[config.mk]
export PLATFORM = sky130hd
export DESIGN_NAME = prio_irq_ctrl
export DESIGN_NICKNAME = d
export VERILOG_FILES = /design/src/rtl/prio_irq_pkg.sv /design/src/rtl/prio_irq_ctrl_fsm.sv /design/src/rtl/prio_irq_datapath.sv /design/src/rtl/prio_irq_ctrl.sv
export SDC_FILE = /design/constraint.sdc
export NUM_CORES = 1
export LEC_CHECK = 0
export BUFFER_PORTS_ARGS = -buffer_cell sky130_fd_sc_hd__buf_2
export CAP_MARGIN = 20
export CORE_MARGIN = 3
export CORE_UTILIZATION = 33
export CTS_BUF_LIST = sky130_fd_sc_hd__clkbuf_16
export DETAILED_ROUTE_END_ITERATION = 8
export PLACE_DENSITY = 0.56
export SLEW_MARGIN = 30
export SYNTH_ARGS = -nofsm -noshare
export SYNTH_HDL_FRONTEND = slang
export SYNTH_SLANG_ARGS = --single-unit
[constraint.sdc]
create_clock -name clk -period 4 [get_ports clk]
set_input_delay 0.8 -clock clk [delete_from_list [all_inputs] [get_ports clk]]
set_output_delay 0.8 -clock clk [all_outputs]
set_load 0.01 [all_outputs]
[src/rtl/prio_irq_pkg.sv]
package prio_irq_pkg;
  typedef struct packed {
    logic capture;
    logic enter;
    logic leave;
  } ctlStrobe_t;
endpackage

[src/rtl/prio_irq_ctrl_fsm.sv]
module prio_irq_ctrl_fsm
  import prio_irq_pkg::*;
(
  input  logic       clk,
  input  logic       rst_n,
  input  logic       boundary,
  input  logic       entryAck,
  input  logic       retStrobe,
  input  logic       candValid,
  output ctlStrobe_t strobe,
  output logic       irqReq
);
  logic reqQ;

  always_comb begin
    strobe.capture = boundary & candValid & ~reqQ;
    strobe.enter   = entryAck & reqQ;
    strobe.leave   = retStrobe;
  end

  always_ff @(posedge clk or negedge rst_n) begin
    if (!rst_n) reqQ <= 1'b0;
    else if (strobe.capture) reqQ <= 1'b1;
    else if (strobe.enter) reqQ <= 1'b0;
  end

  assign irqReq = reqQ;

  AST_REQ_AT_BOUNDARY: assert property (@(posedge clk) disable iff (!rst_n)
    $rose(reqQ) |-> $past(boundary));
  AST_REQ_HELD: assert property (@(posedge clk) disable iff (!rst_n)
    (reqQ && !entryAck) |=> reqQ);
  AST_REQ_DROPS_ON_ACK: assert property (@(posedge clk) disable iff (!rst_n)
    (reqQ && entryAck) |=> !reqQ);
endmodule

[src/rtl/prio_irq_datapath.sv]
module prio_irq_datapath
  import prio_irq_pkg::*;
#(
  parameter int NUM_PERIPH   = 6,
  parameter int VEC_LOW_BASE = 'hC0,
  parameter int SAVE_DEPTH   = 4,
  parameter int ELEV_RESET   = 0
) (
  input  logic                  clk,
  input  logic                  rst_n,
  input  logic [NUM_PERIPH-1:0] periphReq,
  input  logic [NUM_PERIPH-1:0] periphEn,
  input  logic                  extPinN,
  input  logic                  extEn,
  input  logic                  extEdgeMode,
  input  logic                  nmiPinN,
  input  logic                  iSet,
  input  logic                  iClr,
  input  logic                  xClr,
  input  logic                  elevWr,
  input  logic [7:0]            elevData,
  input  ctlStrobe_t            strobe,
  output logic                  candValid,
  output logic [$clog2(NUM_PERIPH+2)-1:0] vecOut,
  output logic                  iMask,
  output logic                  xMask
);
  localparam int NUM_MASK = NUM_PERIPH + 1;
  localparam int EXT_IDX  = NUM_PERIPH;
  localparam int NMI_IDX  = NUM_MASK;
  localparam int VW       = $clog2(NMI_IDX + 1);
  localparam int SPW      = $clog2(SAVE_DEPTH + 1);
  localparam int SIW      = (SAVE_DEPTH > 1) ? $clog2(SAVE_DEPTH) : 1;

  logic [NUM_MASK-1:0] maskPend;
  logic                extPend, nmiPend;
  logic                edgeLatchQ, pinPrevQ;
  logic [7:0]          elevQ;
  logic                elevPend;
  logic [VW-1:0]       elevIdx, topIdx, candIdx, vecQ;
  logic                iMaskQ, xMaskQ;
  logic [1:0]          saveStk [SAVE_DEPTH];
  logic [SPW-1:0]      spQ;
  logic [SIW-1:0]      pushIdx, popIdx;
  logic                enterExt, enterNmi;

  // Pending vector, external pin sensed by the selected mode
  always_comb begin
    extPend  = extEn & (extEdgeMode ? edgeLatchQ : ~extPinN);
    maskPend = {extPend, periphReq & periphEn};
    nmiPend  = ~nmiPinN & ~xMaskQ;
  end

  // Fixed order plus elevation match, one comparator per maskable source
  always_comb begin
    elevPend = 1'b0;
    elevIdx  = '0;
    topIdx   = '0;
    for (int i = 0; i < NUM_MASK; i++) begin
      if (maskPend[i]) topIdx = VW'(i);
      if (maskPend[i] && (elevQ == 8'(VEC_LOW_BASE + 2 * i))) begin
        elevPend = 1'b1;
        elevIdx  = VW'(i);
      end
    end
  end

  always_comb begin
    candValid = 1'b0;
    candIdx   = '0;
    if (nmiPend) begin
      candValid = 1'b1;
      candIdx   = VW'(NMI_IDX);
    end else if (!iMaskQ && (|maskPend)) begin
      candValid = 1'b1;
      candIdx   = elevPend ? elevIdx : topIdx;
    end
  end

  assign enterExt = strobe.enter && (vecQ == VW'(EXT_IDX));
  assign enterNmi = strobe.enter && (vecQ == VW'(NMI_IDX));
  assign pushIdx  = spQ[SIW-1:0];
  assign popIdx   = SIW'(spQ - 1'b1);

  always_ff @(posedge clk or negedge rst_n) begin
    if (!rst_n) begin
      vecQ       <= '0;
      elevQ      <= 8'(ELEV_RESET);
      pinPrevQ   <= 1'b1;
      edgeLatchQ <= 1'b0;
    end else begin
      if (strobe.capture) vecQ <= candIdx;
      if (elevWr) elevQ <= elevData;
      pinPrevQ <= extPinN;
      if (extEn && extEdgeMode && pinPrevQ && !extPinN) edgeLatchQ <= 1'b1;
      else if (enterExt) edgeLatchQ <= 1'b0;
    end
  end

  // Mask registers with a save stack for nested entries
  always_ff @(posedge clk or negedge rst_n) begin
    if (!rst_n) begin
      iMaskQ <= 1'b1;
      xMaskQ <= 1'b1;
      spQ    <= '0;
      for (int d = 0; d < SAVE_DEPTH; d++) saveStk[d] <= 2'b11;
    end else if (strobe.enter) begin
      if (spQ < SPW'(SAVE_DEPTH)) begin
        saveStk[pushIdx] <= {xMaskQ, iMaskQ};
        spQ <= spQ + 1'b1;
      end
      iMaskQ <= 1'b1;
      if (enterNmi) xMaskQ <= 1'b1;
    end else if (strobe.leave && (spQ != '0)) begin
      {xMaskQ, iMaskQ} <= saveStk[popIdx];
      spQ <= spQ - 1'b1;
    end else begin
      if (iSet) iMaskQ <= 1'b1;
      else if (iClr) iMaskQ <= 1'b0;
      if (xClr) xMaskQ <= 1'b0;
    end
  end

  assign vecOut = vecQ;
  assign iMask  = iMaskQ;
  assign xMask  = xMaskQ;

  AST_X_SET_ONLY_BY_CORE: assert property (@(posedge clk) disable iff (!rst_n)
    $rose(xMaskQ) |-> ($past(enterNmi) || $past(strobe.leave)));
  AST_NMI_ENTRY_MASKS: assert property (@(posedge clk) disable iff (!rst_n)
    enterNmi |=> (xMaskQ && iMaskQ));
  AST_MASK_ENTRY_KEEPS_X: assert property (@(posedge clk) disable iff (!rst_n)
    (strobe.enter && !enterNmi) |=> (iMaskQ && $stable(xMaskQ)));
  AST_MASKABLE_NEEDS_I_CLEAR: assert property (@(posedge clk) disable iff (!rst_n)
    (strobe.capture && candIdx != VW'(NMI_IDX)) |-> !iMaskQ);
  AST_EDGE_LATCH_HELD: assert property (@(posedge clk) disable iff (!rst_n)
    (edgeLatchQ && !enterExt) |=> edgeLatchQ);
endmodule

[src/rtl/prio_irq_ctrl.sv]
module prio_irq_ctrl
  import prio_irq_pkg::*;
#(
  parameter int NUM_PERIPH   = 6,
  parameter int VEC_LOW_BASE = 'hC0,
  parameter int SAVE_DEPTH   = 4,
  parameter int ELEV_RESET   = 0
) (
  input  logic                  clk,
  input  logic                  rst_n,
  input  logic [NUM_PERIPH-1:0] periphReq,
  input  logic [NUM_PERIPH-1:0] periphEn,
  input  logic                  extPinN,
  input  logic                  extEn,
  input  logic                  extEdgeMode,
  input  logic                  nmiPinN,
  input  logic                  iSet,
  input  logic                  iClr,
  input  logic                  xClr,
  input  logic                  elevWr,
  input  logic [7:0]            elevData,
  input  logic                  boundary,
  input  logic                  entryAck,
  input  logic                  retStrobe,
  output logic                  irqReq,
  output logic [$clog2(NUM_PERIPH+2)-1:0] irqVec,
  output logic                  iMask,
  output logic                  xMask
);
  ctlStrobe_t strobe;
  logic       candValid;

  prio_irq_ctrl_fsm u_ctl (
    .clk(clk), .rst_n(rst_n), .boundary(boundary), .entryAck(entryAck),
    .retStrobe(retStrobe), .candValid(candValid), .strobe(strobe), .irqReq(irqReq)
  );

  prio_irq_datapath #(
    .NUM_PERIPH(NUM_PERIPH), .VEC_LOW_BASE(VEC_LOW_BASE),
    .SAVE_DEPTH(SAVE_DEPTH), .ELEV_RESET(ELEV_RESET)
  ) u_dp (
    .clk(clk), .rst_n(rst_n), .periphReq(periphReq), .periphEn(periphEn),
    .extPinN(extPinN), .extEn(extEn), .extEdgeMode(extEdgeMode), .nmiPinN(nmiPinN),
    .iSet(iSet), .iClr(iClr), .xClr(xClr), .elevWr(elevWr), .elevData(elevData),
    .strobe(strobe), .candValid(candValid), .vecOut(irqVec), .iMask(iMask), .xMask(xMask)
  );
endmodule

==> impl_metrics.json <==
{
  "slew_viol_final": 0,
  "worstHoldPathCells": 1,
  "synth.largest_area_cell": "dfrtp_1",
  "seq_area_frac_synth_pct": 44.5,
  "coreArea_mm2": 0.00444,
  "power.density_mw_per_mm2": 585,
  "clk_latency_ns": 0.26,
  "maxCapViolCount": 0,
  "synthArstFlopShare_pct": 100,
  "yosys-top-cells-area": "dfrtp_1 26%, dfstp_2 19%, mux2_2 11%, mux4_2 4.4%, nand2_1 4.1%",
  "critPathMaxFanout": 6,
  "grt_pass1_vias": 1231,
  "rsz0062_at_grt": "no",
  "dieArea_mm2": 0.00555,
  "critPathLaunchType": "primary input",
  "vias": 1230,
  "max_slew_margin_pct": 54.0,
  "whs_endpoint": "u_dp.elevQ[6]",
  "fmax_mhz": 514,
  "n_fill_cell": 465,
  "mostFrequentLayoutCells": "38 x buf_2, 17 x nand2_1, 16 x dfrtp_1",
  "worstPathArrival_ns": 2.09,
  "irDropWorstVdd_v": 0.000194,
  "ant_nets": 0,
  "track_usage_pct": 12.5,
  "via_per_inst": 5.23,
  "crit_path_end_kind": "flip-flop",
  "period_minus_slack_ns": 1.95,
  "synth_area_per_cell_um2": 10.7,
  "antenna_found_initial": 0,
  "wl_per_cell_um": 14.0,
  "cts_tree": "yes",
  "postCtsSetupRepairBufs": 0,
  "start_util_pct": 34.9,
  "worst_pin_slew_ns": 0.683,
  "multi_input_area_um2": 813,
  "power_uw": 1090,
  "rr_startpoint": "u_dp.elevQ[1]",
  "synth.top_cell.area_share_pct": 25.8,
  "cts_inserted_buffers": 3,
  "grt_max_degree": 28,
  "final_net_count": 222,
  "fin_crit_sh_pct": 48.7,
  "cts_hold_buf": 0,
  "status": "completed",
  "ys.flop_type": "dfrtp_1",
  "grt_overflow": 0,
  "finClkSkew_ns": 0.00196,
  "htreeDepth": 1,
  "synth_edf_count": 0,
  "port_buffers": 38,
  "firstDrtPassIters": 3,
  "yosys_warnings": 0,
  "ff2ff_path_depth": 4,
  "synth_area_mm2": 0.00155,
  "globalplace.congestion": 0.835,
  "seq_area_um2": 689,
  "area_growth_pct": 20.0,
  "cpMaxStageDelayCell": "mux2_4",
  "diodes": 0,
  "fp.dieW_um": 74.5,
  "clock-sinks": 27,
  "drc_errors": 0,
  "crit_type": "in2reg",
  "tns_ns": 0,
  "ctsRootBufferMaster": "clkbuf_16",
  "hpwl_um": 2670,
  "rrSetupSlack_ns": 2.29,
  "dr.first_iter.drc_count": 59,
  "syn_nets": 183,
  "io_pins": 39,
  "yosysUniqueCellTypes": 43,
  "layout_commonest_cell": "buf_2",
  "path_clk_slew_ns": 0.07,
  "setup_violations": 0,
  "grt_pass1_wl_um": 5500,
  "r2r_end": "u_dp.vecOut[2]",
  "wl_um": 3290,
  "synth_cells": 145,
  "cts_resized": 0,
  "crit_chain": "buf_2 > or2_1 > a21boi_2 > o31a_1 > o21bai_2 > mux2_4",
  "leakage_uw": 0.000802,
  "worstHoldStart": "u_dp.elevQ[6]",
  "cts_buffer_depth": 2,
  "worst_hold_path_type": "reg2reg",
  "drive_gt1_share_pct": 41.5,
  "ys_seq_elements": 27,
  "die_h_um": 74.5,
  "rows": 24,
  "critPathRequiredTime_ns": 4.15,
  "hold_viol_final": 0,
  "slowest_delay_ns": 0.32
}
==> worst max path at each step <==
stage | start | to | slack (ns)
after floorplan | extPinN | u_dp.vecOut[2] | 2.00
after detailed placement | extPinN | u_dp.vecOut[2] | 1.78
after global placement | extPinN | u_dp.vecOut[2] | 1.82
after global routing | extPinN | u_dp.vecOut[2] | 1.95
after CTS | extPinN | u_dp.vecOut[2] | 2.05
final | extPinN | u_dp.vecOut[2] | 2.05
==> registers in the layout, summed over array words and instances (netlist names) <==
signal / cells
u_ctl.irqReq: 1
u_dp.iMask: 1
u_dp.vecOut: 3
u_dp.elevQ: 8
u_dp.pinPrevQ: 1
u_dp.saveStk: 8
u_dp.edgeLatchQ: 1
u_dp.xMask: 1
u_dp.spQ: 3
==> final cells by class <==
| class | count | area share (%) |
|---|---|---|
| multi-input cells | 108 | 43.7 |
| flip-flops and latches | 27 | 37.1 |
| repair buffers | 38 | 10.2 |
| clock buffers | 3 | 4.04 |
| well taps | 52 | 3.50 |
| inverters | 6 | 1.21 |
| clock inverters | 1 | 0.202 |
==> metrics by stage <==
step | util, % | hold slack [ns] | cell area, um^2 | worst slack (ns) | std cells
after floorplan | - | 0.471 | 1550 | 2.00 | 145
after global placement | 40.1 | 0.490 | 1780 | 1.82 | 231
after detailed placement | 40.1 | 0.506 | 1780 | 1.78 | 231
after CTS | 41.8 | 0.521 | 1860 | 2.05 | 235
after global routing | 41.8 | 0.540 | 1860 | 1.95 | 235
final | 41.8 | 0.517 | 1860 | 2.05 | 235
==> synthesized netlist by cell type (3+ instances only) <==
master and number:
a211oi_1 3, a21oi_1 6, dfrtp_1 16, dfstp_2 11, ha_1 5, inv_1 6
mux2_2 15, mux4_2 3, nand2_1 17, nand2b_1 3, nand3_1 8, nand3b_1 3
nor2_1 5, o21ai_0 6, o21ai_1 3
==> critical path, delay by kind of cell <==
| family | cells | cell delay [ns] |
|---|---|---|
| AOI/OAI and AO/OA | 3 | 0.64 |
| muxes | 1 | 0.32 |
| and+or+nand+nor | 1 | 0.23 |
| buffers and inverters | 1 | 0.11 |
==> cell families after synthesis <==
group | Yosys count | share of synthesized area (%)
xor gates and xnor gates | 1 | 0.566
AOI/OAI and AO/OA | 35 | 16.0
DFF | 27 | 44.5
muxes | 19 | 16.2
buffers and inverters | 10 | 2.99
and+or+nand+nor | 48 | 15.7
adders and majority gates | 5 | 4.04
==> layer usage <==
| layer | share of wire (%) | track usage (%) | vias up |
|---|---|---|---|
| li1 | - | - | 613 |
| met1 | 51 | 17.9 | 586 |
| met5 | 0 | 0 | - |
| met3 | 5.5 | 2.84 | 2 |
| met2 | 43 | 19.4 | 29 |
| met4 | 0.46 | 2.96 | 0 |
==> where the power goes <==
group	switching [uW]	internal [uW]	total, uW
logic	174	198	372
clock network	93.0	134	227
registers	91.1	398	489
(Power assumes the default switching activity.)
